--- config.mk ---
export PLATFORM = sky130hd
export DESIGN_NAME = kbm_host_mailbox
export DESIGN_NICKNAME = d
export VERILOG_FILES = /design/src/rtl/kbm_pkg.sv /design/src/rtl/kbm_in_slot.sv /design/src/rtl/kbm_out_slot.sv /design/src/rtl/kbm_host_mailbox.sv
export SDC_FILE = /design/constraint.sdc
export NUM_CORES = 1
export LEC_CHECK = 0
export BUFFER_PORTS_ARGS = -buffer_cell sky130_fd_sc_hd__buf_4
export CAP_MARGIN = 0
export CORE_AREA = 2 2 61 46
export DETAILED_ROUTE_END_ITERATION = 7
export DIE_AREA = 0 0 63 48
export GPL_TIMING_DRIVEN = 0
export PLACE_DENSITY = 0.73
export SKIP_CTS_REPAIR_TIMING = 1
export SLEW_MARGIN = 20
export SYNTH_ARGS = -nofsm -noshare
export SYNTH_HDL_FRONTEND = slang
export SYNTH_HIERARCHICAL = 1
export SYNTH_SLANG_ARGS = --single-unit
--- constraint.sdc ---
create_clock -name clk -period 0.8 [get_ports clk]
set_clock_uncertainty 0.15 [all_clocks]
set_input_delay 0.04 -clock clk [delete_from_list [all_inputs] [get_ports clk]]
set_output_delay 0.04 -clock clk [all_outputs]
set_load 0.005 [all_outputs]
--- src/rtl/kbm_pkg.sv ---
package kbm_pkg;
    typedef enum logic {
        SLOT_EMPTY = 1'b0,
        SLOT_FULL  = 1'b1
    } slot_e;
endpackage

--- src/rtl/kbm_in_slot.sv ---
module kbm_in_slot
    import kbm_pkg::*;
#(
    parameter int DW = 8
) (
    input  logic          clk,
    input  logic          rst_n,
    input  logic          wr_data,
    input  logic          wr_cmd,
    input  logic [DW-1:0] wdata,
    input  logic          rd,
    input  logic          ovr_clr,
    output logic          full,
    output logic [DW-1:0] rdata,
    output logic          is_cmd,
    output logic          ovr,
    output logic          wake
);
    slot_e         state_q, state_d;
    logic [DW-1:0] data_q;
    logic          cmd_q, ovr_q, wake_q;
    logic          host_wr;

    assign host_wr = wr_data | wr_cmd;

    // state register
    always_ff @(posedge clk) begin
        if (!rst_n) state_q <= SLOT_EMPTY;
        else        state_q <= state_d;
    end

    // transitions: FILL, CONSUME, REFILL (a write beats a read)
    always_comb begin
        state_d = state_q;
        unique case (state_q)
            SLOT_EMPTY: if (host_wr) state_d = SLOT_FULL;
            SLOT_FULL:  if (!host_wr && rd) state_d = SLOT_EMPTY;
            default:    state_d = SLOT_EMPTY;
        endcase
    end

    // datapath and sticky flags
    always_ff @(posedge clk) begin
        if (!rst_n) begin
            data_q <= '0;
            cmd_q  <= 1'b0;
            ovr_q  <= 1'b0;
            wake_q <= 1'b0;
        end else begin
            wake_q <= host_wr;
            if (host_wr) begin
                data_q <= wdata;
                cmd_q  <= wr_cmd;
            end
            if (host_wr && state_q == SLOT_FULL && !rd) ovr_q <= 1'b1;
            else if (ovr_clr)                           ovr_q <= 1'b0;
        end
    end

    // outputs
    always_comb begin
        full   = (state_q == SLOT_FULL);
        rdata  = data_q;
        is_cmd = cmd_q;
        ovr    = ovr_q;
        wake   = wake_q;
    end
endmodule

--- src/rtl/kbm_out_slot.sv ---
module kbm_out_slot
    import kbm_pkg::*;
#(
    parameter int DW = 8
) (
    input  logic          clk,
    input  logic          rst_n,
    input  logic          wr,
    input  logic [DW-1:0] wdata,
    input  logic          irq_en,
    input  logic          rd,
    output logic          full,
    output logic [DW-1:0] rdata,
    output logic          irq
);
    slot_e         state_q, state_d;
    logic [DW-1:0] data_q;
    logic          irq_q;

    // state register
    always_ff @(posedge clk) begin
        if (!rst_n) state_q <= SLOT_EMPTY;
        else        state_q <= state_d;
    end

    // transitions: FILL, CONSUME, REFILL (a write beats a read)
    always_comb begin
        state_d = state_q;
        unique case (state_q)
            SLOT_EMPTY: if (wr) state_d = SLOT_FULL;
            SLOT_FULL:  if (!wr && rd) state_d = SLOT_EMPTY;
            default:    state_d = SLOT_EMPTY;
        endcase
    end

    always_ff @(posedge clk) begin
        if (!rst_n) begin
            data_q <= '0;
            irq_q  <= 1'b0;
        end else begin
            if (wr) data_q <= wdata;
            if (wr && irq_en) irq_q <= 1'b1;
            else if (rd)      irq_q <= 1'b0;
        end
    end

    // outputs
    always_comb begin
        full  = (state_q == SLOT_FULL);
        rdata = data_q;
        irq   = irq_q;
    end
endmodule

--- src/rtl/kbm_host_mailbox.sv ---
module kbm_host_mailbox #(
    parameter int DW = 8
) (
    input  logic          clk,
    input  logic          rst_n,
    input  logic          host_wr_data,
    input  logic          host_wr_cmd,
    input  logic [DW-1:0] host_wdata,
    input  logic          host_rd,
    output logic [DW-1:0] host_rdata,
    output logic          host_obf,
    output logic          host_ibf,
    output logic          host_irq,
    input  logic          kirq_en,
    input  logic          ctl_wr,
    input  logic [DW-1:0] ctl_wdata,
    input  logic          ctl_rd,
    output logic [DW-1:0] ctl_rdata,
    output logic          ctl_is_cmd,
    output logic          ctl_ibf_irq,
    output logic          ctl_wake,
    output logic          ctl_ovr,
    input  logic          ctl_ovr_clr
);
    logic ib_full;

    kbm_in_slot #(.DW(DW)) i_in (
        .clk     (clk),
        .rst_n   (rst_n),
        .wr_data (host_wr_data),
        .wr_cmd  (host_wr_cmd),
        .wdata   (host_wdata),
        .rd      (ctl_rd),
        .ovr_clr (ctl_ovr_clr),
        .full    (ib_full),
        .rdata   (ctl_rdata),
        .is_cmd  (ctl_is_cmd),
        .ovr     (ctl_ovr),
        .wake    (ctl_wake)
    );

    kbm_out_slot #(.DW(DW)) i_out (
        .clk    (clk),
        .rst_n  (rst_n),
        .wr     (ctl_wr),
        .wdata  (ctl_wdata),
        .irq_en (kirq_en),
        .rd     (host_rd),
        .full   (host_obf),
        .rdata  (host_rdata),
        .irq    (host_irq)
    );

    assign host_ibf    = ib_full;
    assign ctl_ibf_irq = ib_full;
endmodule

==> reports/qor.txt <==
# fillers -> 214
# diodes -> 0
IO Count -> 48
R2R cell count -> 3
Max VDD drop -> 1.08 mV
Clk sinks -> 22
WS Path Type -> register to primary output
Slew Limit Fails -> 0
Clock tree from TritonCTS -> built
Reg2Reg Setup Slack -> -0.10 ns
Hpwl dp -> 1510 um
Vias in the first global route -> 685
Final net count -> 166
Synth Instances -> 81
Async S/R FF share, synth -> 0%
CP endpoint -> host_ibf
Slowest CP cell -> dfxtp_2
Leakage Power -> 0.667 nW
Seq pwr share -> 56.1%
Most common cell in the netlist -> dfxtp_1
Number of synthesized flops with an enable pin -> 0
Worst EP required -> 0.61 ns
Synth Flop Type -> dfxtp_1
Pin count of the biggest net entering global routing -> 14
Layout cells sized above 1 -> 67.6%
Synthesis-stage register bit count -> 22
Final TNS setup -> -3.46 ns
Max_slew headroom -> 77.1%
NetSw -> 505 uW
Reg-to-reg endpoint -> i_in/ovr
Count of final hold-check violations -> 21
Int Pwr -> 1.68 mW
Crit-path cells -> buf_6 -> buf_6
Post-synth top area share -> 50.3%
Most used cell, CP -> buf_6
Syn_nets -> 106
Clk buf depth -> 2
End-of-flow core utilization -> 62.9%
Post-synth top cells -> 22 x dfxtp_1, 10 x nor2b_1, 9 x nand2_1
GPL Wtd Cong -> 0.691
CP startpoint kind -> register
Placed insts -> 161
Via-to-Cell Ratio -> 4.34
Initial drt markers -> 7
Fin Hold WS -> -0.183 ns
Synth top area cells -> dfxtp_1 50%, a21boi_2 10%, mux2i_1 9.1%
Crit end category -> primary output
Overall power -> 2.18 mW
Non-Filler Instances -> 173
Failing checks -> hold timing, setup timing
Outcome -> finished with violations
Slew @ Worst Pin -> 0.343 ns
Area leader, netlist -> dfxtp_1
Via count -> 750
Hold Path Class -> primary input to register
DRC violations left -> 0
# H-tree levels -> 1
GRT overflow -> 0
Clock power share -> 21.9%
Num CTS Buffers -> 3
Initial antenna violation count -> 0
Setup crit start -> i_in/full
GRT Overall Usage -> 12.5%
Die area -> 0.00302 mm2
Synth unique cells -> 18
Synthesized area per cell -> 10.8 um2
Pre-antenna DRT Iters -> 4
CTS clock-pin slew for the worst setup and hold paths -> 0.11 ns
Core area -> 0.00238 mm2
Core Rows -> 15
PortBufs -> 46
Die Width -> 63 um
Final worst-path cycle share -> 130%
Initial Util -> 36.7%
Power share of the combinational group -> 22.1%
Yosys warns -> 6
CP Max Fanout -> 3
Max Cap Viol -> 0
Root Buffer -> clkbuf_4
WP data arrival -> 0.85 ns
First-pass GRT wire length -> 2900 um
Peak Freq -> 960 MHz
Tmin final -> 1.04 ns
Clock latency at the later pin of the worst-skew pair -> 0.29 ns
Mapped cell area -> 876 um2
Routed Antenna Nets -> 0
Avg WL per Cell -> 12.5 um
RSZ-0062 raised after global routing -> yes
PD cells -> 1450 mW/mm2
Final WS setup -> -0.242 ns
Reg-to-reg critical path startpoint -> i_in/full
Sw Ratio -> 23.2%
Layout area overhead -> 71.1%
Final setup vio count -> 27
CP max stage delay -> 0.35 ns
Total routed wirelength -> 2160 um
Die Y -> 48 um
Register area share after synthesis -> 50.3%
## state kept, by name, summed over array words and instances, names as in the netlist
name         count
i_out/rdata      8
i_out/full       1
i_in/rdata       8
i_in/wake        1
i_in/ovr         1
i_in/is_cmd      1
i_out/irq        1
i_in/full        1
## per-layer routing
layer,track usage [%],routed length (um),up-vias
li1,-,-,382
met1,14.7,782,351
met2,23.6,1280,15
met3,2.82,79,2
met4,4.00,19,0
met5,0,0,-
## final cells by class
type	count	area, um2	share of cell area (%)
multi-input combinational	54	405	27.0
tap	34	42.5	2.84
buffer	4	37.5	2.50
inverter	1	3.75	0.250
timing repair buffer	55	519	34.6
sequential	22	468	31.2
clock buffer	3	22.5	1.50
## power by group through the flow
stage	clock (mW)	sequential, mW	combinational, mW
2_1_floorplan	0	1.23	0.162
3_3_place_gp	0	1.22	0.389
3_5_place_dp	0	1.22	0.399
4_1_cts	0.512	1.20	0.400
5_1_grt	0.551	1.23	0.520
6_report	0.476	1.22	0.481
## kinds of logic (layout without fill, tap and decap cells)
| family | Yosys count | in the layout | synth area share (%) |
|---|---|---|---|
| and+or+nand+nor | 33 | 33 | 21.9 |
| DFF | 22 | 22 | 50.3 |
| AOI/OAI and AO/OA | 13 | 13 | 14.4 |
| muxes | 8 | 8 | 9.14 |
| buffers and inverters | 5 | 63 | 4.29 |
## critical path: cells and delay by family, from the launching register on
family	cells	cell delay, ns
DFF	1	0.35
buffers and inverters	2	0.21
## cell usage in the layout, fill, tap and decap left out
cell type      count
buf_6             26
buf_4             24
dfxtp_2           22
nand2_1            9
nor2b_1            9
dlygate4sd3_1      8
nand2_2            8
a21boi_2           8
mux2i_1            8
clkbuf_4           3
nand2b_1           2
a21boi_1           2
o21a_1             2
nor2_4             1
clkbuf_1           1
or2_1              1
nor2b_4            1
inv_1              1
o22ai_1            1
and2_1             1
and2_4             1
## worst min path at each step
stage                            from          end  depth (start not counted)
after floorplan                 rst_n   i_out/full                          1
after global placement    host_wr_cmd  i_in/is_cmd                          2
after detailed placement  host_wr_cmd  i_in/is_cmd                          2
after CTS                 host_wr_cmd  i_in/is_cmd                          2
after global routing      host_wr_cmd  i_in/is_cmd                          2
final                     host_wr_cmd  i_in/is_cmd                          2
## stage by stage
stage                     area [um2]  setup WS, ns
after floorplan                  877       -0.0321
after global placement          1260        -0.159
after detailed placement        1260        -0.167
after CTS                       1290        -0.282
after global routing            1500        -0.284
final                           1500        -0.242
(Power assumes the default switching activity.)
